### config.mk
export PLATFORM = sky130hd
export DESIGN_NAME = pred_alu
export DESIGN_NICKNAME = d
export VERILOG_FILES = /design/src/rtl/pred_alu_pkg.sv /design/src/rtl/pred_alu_ctrl.sv /design/src/rtl/pred_alu_dp.sv /design/src/rtl/pred_alu.sv
export SDC_FILE = /design/constraint.sdc
export NUM_CORES = 1
export LEC_CHECK = 0
export BUFFER_PORTS_ARGS = -buffer_cell sky130_fd_sc_hd__buf_2
export CORE_ASPECT_RATIO = 1.1
export CORE_UTILIZATION = 51
export CTS_CLUSTER_DIAMETER = 30
export DETAILED_ROUTE_END_ITERATION = 16
export HOLD_SLACK_MARGIN = 0.12
export PLACE_DENSITY = 0.77
export SLEW_MARGIN = 20
export SYNTH_ARGS = -nofsm -noshare
export SYNTH_HDL_FRONTEND = slang
export SYNTH_HIERARCHICAL = 1
export SYNTH_SLANG_ARGS = --single-unit
### constraint.sdc
create_clock -name clk -period 1.9 [get_ports clk]
set_input_delay 0.57 -clock clk [delete_from_list [all_inputs] [get_ports clk]]
set_output_delay 0.57 -clock clk [all_outputs]
set_load 0.02 [all_outputs]
### src/rtl/pred_alu_pkg.sv
package pred_alu_pkg;
  localparam logic [2:0] OP_CMP   = 3'd3;
  localparam logic [2:0] OP_LOGIC = 3'd4;

  typedef struct packed {
    logic       logicEn;
    logic       cmpEn;
    logic [2:0] grp;
  } aluStrobe_t;
endpackage

### src/rtl/pred_alu_ctrl.sv
module pred_alu_ctrl
  import pred_alu_pkg::*;
(
  input  logic       issue,
  input  logic [2:0] opcode,
  input  logic [2:0] group,
  input  logic       condSet,
  input  logic       condClear,
  input  logic       trQ,
  output aluStrobe_t strobe
);
  logic condPass;

  // Set-predicate needs flag high, clear-predicate needs flag low; both => never.
  assign condPass = (!condSet || trQ) && (!condClear || !trQ);

  always_comb begin
    strobe.logicEn = issue && condPass && (opcode == OP_LOGIC);
    strobe.cmpEn   = issue && condPass && (opcode == OP_CMP);
    strobe.grp     = group;
  end
endmodule

### src/rtl/pred_alu_dp.sv
module pred_alu_dp
  import pred_alu_pkg::*;
#(
  parameter int DATA_W = 8
) (
  input  logic              clk,
  input  logic              rstN,
  input  aluStrobe_t        strobe,
  input  logic [DATA_W-1:0] opA,
  input  logic [DATA_W-1:0] opB,
  output logic [DATA_W-1:0] result,
  output logic              resultWe,
  output logic              trQ
);
  localparam int SH_W = (DATA_W > 1) ? $clog2(DATA_W) : 1;

  logic [SH_W-1:0]     amt;
  logic [2*DATA_W-1:0] rotL;
  logic [2*DATA_W-1:0] rotR;
  logic [DATA_W-1:0]   logicVal;
  logic                cmpVal;
  logic [DATA_W-1:0]   resultQ;
  logic                weQ;
  logic                trReg;

  assign amt  = opB[SH_W-1:0];
  assign rotL = {opA, opA} << amt;
  assign rotR = {opA, opA} >> amt;

  always_comb begin
    unique case (strobe.grp)
      3'd0: logicVal = opA & opB;
      3'd1: logicVal = opA | opB;
      3'd2: logicVal = opA ^ opB;
      3'd3: logicVal = ~opB;
      3'd4: logicVal = opA << amt;
      3'd5: logicVal = opA >> amt;
      3'd6: logicVal = rotL[2*DATA_W-1:DATA_W];
      default: logicVal = rotR[DATA_W-1:0];
    endcase
  end

  always_comb begin
    unique case (strobe.grp)
      3'd0: cmpVal = opA > opB;
      3'd1: cmpVal = opA >= opB;
      3'd2: cmpVal = opA < opB;
      3'd3: cmpVal = opA <= opB;
      3'd4: cmpVal = opA == opB;
      3'd5: cmpVal = opA != opB;
      3'd6: cmpVal = (opA == '0);
      default: cmpVal = (opA != '0);
    endcase
  end

  always_ff @(posedge clk or negedge rstN) begin
    if (!rstN) begin
      resultQ <= '0;
      weQ     <= 1'b0;
      trReg   <= 1'b0;
    end else begin
      weQ <= strobe.logicEn;
      if (strobe.logicEn) resultQ <= logicVal;
      if (strobe.cmpEn)   trReg   <= cmpVal;
    end
  end

  assign result   = resultQ;
  assign resultWe = weQ;
  assign trQ      = trReg;

  assert_tr_hold_R6: assert property (@(posedge clk) disable iff (!rstN)
    !strobe.cmpEn |=> $stable(trQ));
  assert_cmp_no_write_R6: assert property (@(posedge clk) disable iff (!rstN)
    strobe.cmpEn |=> !resultWe);
  assert_result_hold_R11: assert property (@(posedge clk) disable iff (!rstN)
    !strobe.logicEn |=> $stable(result));
endmodule

### src/rtl/pred_alu.sv
module pred_alu
  import pred_alu_pkg::*;
#(
  parameter int DATA_W = 8
) (
  input  logic              clk,
  input  logic              rstN,
  input  logic              issue,
  input  logic [2:0]        opcode,
  input  logic [2:0]        group,
  input  logic              condSet,
  input  logic              condClear,
  input  logic [DATA_W-1:0] opA,
  input  logic [DATA_W-1:0] opB,
  output logic [DATA_W-1:0] result,
  output logic              resultWe,
  output logic              trFlag
);
  aluStrobe_t strobe;

  pred_alu_ctrl ctrl_i (
    .issue(issue), .opcode(opcode), .group(group),
    .condSet(condSet), .condClear(condClear), .trQ(trFlag), .strobe(strobe)
  );

  pred_alu_dp #(.DATA_W(DATA_W)) dp_i (
    .clk(clk), .rstN(rstN), .strobe(strobe), .opA(opA), .opB(opB),
    .result(result), .resultWe(resultWe), .trQ(trFlag)
  );

  assert_cond_set_R7: assert property (@(posedge clk) disable iff (!rstN)
    (issue && condSet && !trFlag) |=> (!resultWe && !trFlag));
  assert_cond_clear_R8: assert property (@(posedge clk) disable iff (!rstN)
    (issue && condClear && trFlag) |=> (!resultWe && trFlag));
  assert_zero_test_R5: assert property (@(posedge clk) disable iff (!rstN)
    (issue && opcode == OP_CMP && group == 3'd6 && !condSet && !condClear)
      |=> (trFlag == ($past(opA) == '0)));
  assert_other_op_R9: assert property (@(posedge clk) disable iff (!rstN)
    (issue && opcode != OP_CMP && opcode != OP_LOGIC) |=> (!resultWe && $stable(trFlag)));
  assert_reset_R10: assert property (@(posedge clk)
    !rstN |-> (!resultWe && !trFlag && result == '0));
endmodule

==> impl_metrics.tcl <==
set metrics [dict create \
    status "complete, but fails checks" \
    violations "setup timing" \
    ys.flop_type "dfrtp_1" \
    core-area_um2 3684 \
    cts_tree "built" \
    path_cells "buf_8 -> inv_4 -> ha_4 -> or4_4 -> buf_6 -> nor2_4 -> o21ai_1 -> or3_1 -> a31o_1" \
    report.final.setup_viol 2 \
    final_layout_size_suffix_gt1_frac 0.5060 \
    initial_utilization 0.5408 \
    hold_violations 0 \
    root_buffer "clkbuf_8" \
    numPortBuffers 36 \
    crit_fanout 2 \
    power_leakage_nw 1.439 \
    cts_inserted_buffers 3 \
    dieArea_um2 4160 \
    via_per_inst 6.534 \
    period_share 1.135 \
    rr_worst_depth 5 \
    drt_iter0_markers 239 \
    cts_hold_buf 0 \
    ys_warn_count 6 \
    grt_pass1_wl_mm 10.38 \
    cts.sinks 10 \
    place_ws_ns -0.6327 \
    nNetsFinal 389 \
    maxCapViolations 0 \
    vias 2522 \
    synth-seq-cells 10 \
    io_pins 37 \
    final_cell_mix "buf_4, buf_2, ha_1, nor2_1" \
    fmax_mhz 463.5 \
    routedWlPerCell_um 20.19 \
    finalPower_w 0.001486 \
    grt.total_usage 0.3399 \
    cp.required_ns 2.04 \
    syn_nets 297 \
    cts_buffer_depth 2 \
    cp.depth 9 \
    clk_latency_ns 0.24 \
    grt_max_degree 23 \
    synth-simple-area-share 0.1884 \
    r2r_slack_ns -0.17 \
    ant_nets 0 \
    max_slew_margin 0.7017 \
    die-height_um 67.55 \
    synth_compound_area_frac 0.2224 \
    cp_slowest_cell "or4_4" \
    end_kind "register" \
    synth_area_leader_cell "ha_1" \
    netlist_instances 245 \
    worst_slack_ns -0.2574 \
    rows 23 \
    synth_mux_area_frac 0.2016 \
    r2r_start "dp_i/trQ" \
    synth-adder-area-share 0.1570 \
    final_core_util 0.8353 \
    synth_top_family_by_area "compound AO/OA/AOI/OAI gates" \
    grt_pass1_vias 2261 \
    syn_avg_cell_area_um2 8.130 \
    hp-class "in -> async" \
    final_common_cell "buf_4" \
    worst_hold_slack_ns 0.1879 \
    htreeDepth 1 \
    powerDensity_nw_per_um2 483.0 \
    clock_skew_ns 0.006866 \
    antenna_found_initial 0 \
    yosysTopAreaCellShare 0.1570 \
    crit_path_start_kind "primary input" \
    syn-cell-area_um2 1992 \
    layout_min_cycle_time_ns 2.157 \
    critical_path_buf_inv_count 3 \
    drtPass1Iterations 5 \
    route.detailed.drc 0 \
    worst_pin_slew_ns 0.4433 \
    r2r_end "dp_i/trQ" \
    syn_to_final_growth_pct 54.46 \
    report.final.slew_viol_count 0 \
    cp_data_arrival_time_ns 2.29 \
    synthDistinctLibCells 55 \
    crit_type "in -> reg" \
    rsz0062_at_grt "yes" \
    cp_top_family "simple AND/OR/NAND/NOR gates" \
    irDropWorstVdd_v 0.0001985 \
    clk_pin_slew_ns 0.06 \
    synth_area_leaders "ha_1, dfrtp_1, mux4_2, mux2i_1, inv_1" \
    die_w_um 61.59 \
    synth-edff-count 0 \
    endpoint "dp_i/trQ" \
    critPathMaxStageDelay_ns 0.55 \
    fillers 230 \
    wirelength_mm 7.793 \
    ys_seq_area_frac 0.1256 \
    synth_async_sr_flop_share 1.000 \
    dp_hpwl_mm 4.778 \
    n_antenna_cell 0 \
    setup.worst_path.start "opB[7]" \
    synth_xor_area_frac 0 \
    gp_congestion 0.9028 \
    grt_overflow 0 \
]
## per-stage QoR
step                      instances  TNS [ns]  instance area (µm²)
after floorplan                 245   -0.7126                 2078
after global placement          373    -2.660                 2646
after detailed placement        373    -2.858                 2646
after CTS                       381   -0.2723                 2860
after global routing            386   -0.5546                 3077
final                           386   -0.2763                 3077
## worst register-to-register path, delay by kind of cell, from the launching register on
kind,cells,cell delay [ns]
flops,1,0.43
mux,1,0.33
simple gates,2,0.93
compound gates,2,0.31
## registers in the layout, summed over array words and instances (netlist names)
| signal | count |
|---|---|
| dp_i/trQ | 1 |
| dp_i/result | 8 |
| dp_i/resultWe | 1 |
## timing repair
item | in CTS | in global routing
buffers inserted | 4 | 7
gates resized for setup | 30 | 49
pin swaps | 6 | 15
cloned | 0 | 0
endpoints found under the setup margin | 8 | 8
## cells in the mapped netlist, drive strengths merged (2+ instances only)
cell type and count:
a211o 2, o22ai 2, a211oi 3, o211a 2
clkbuf 7, and3 3, nand2b 5, nor2b 3
a22oi 2, o211ai 6, or4b 2, o21bai 2
o21ai 13, nand2 11, mux2 6, a31oi 2
nor4 3, buf 14, nand3 5, a21o 2
nand4 5, dfrtp 10, mux2i 15, o32a 2
inv 26, ha 25, a2111oi 2, nor2 19
a221oi 4, nor3 6, mux4 8, or4 2
a21oi 11
## where the power goes
group	internal, W	leakage, nW	switching (W)
sequential	0.000281	0.118	0.0000387
combinational	0.000411	1.29	0.000473
clock	0.000183	0.0288	0.0000995
total	0.000875	1.44	0.000611
## routing by layer
metal / routed length, µm / vias to the layer above / GRT usage
met5: 0 / - / 0
met4: 426 / 0 / 0.1306
met3: 837 / 66 / 0.03065
met2: 3765 / 212 / 0.5820
met1: 2764 / 1150 / 0.4339
li1: - / 1094 / -
## cell families after synthesis
| logic type | after synthesis |
|---|---|
| adders and majority gates | 25 |
| and+or+nand+nor | 70 |
| muxes | 29 |
| buffers and inverters | 48 |
| DFF | 10 |
| AOI/OAI and AO/OA | 63 |
## area by class of cell
| class | count | area [µm²] | area share |
|---|---|---|---|
| sequential | 10 | 250.2 | 0.08133 |
| inverter | 27 | 121.4 | 0.03945 |
| tap | 50 | 62.56 | 0.02033 |
| clock buffer | 4 | 55.05 | 0.01789 |
| multi-input combinational | 187 | 1749 | 0.5685 |
| timing repair buffer | 108 | 838.3 | 0.2725 |
## worst min-delay path by stage
stage | end | slack (ns) | depth (start not counted)
floorplan | dp_i/resultWe | 0.27 | 0
global placement | dp_i/result[5] | 0.45 | 1
detailed placement | dp_i/result[5] | 0.45 | 1
CTS | dp_i/result[5] | 0.19 | 1
global route | dp_i/result[1] | 0.20 | 1
finish | dp_i/result[1] | 0.19 | 1
(Power assumes the default switching activity.)
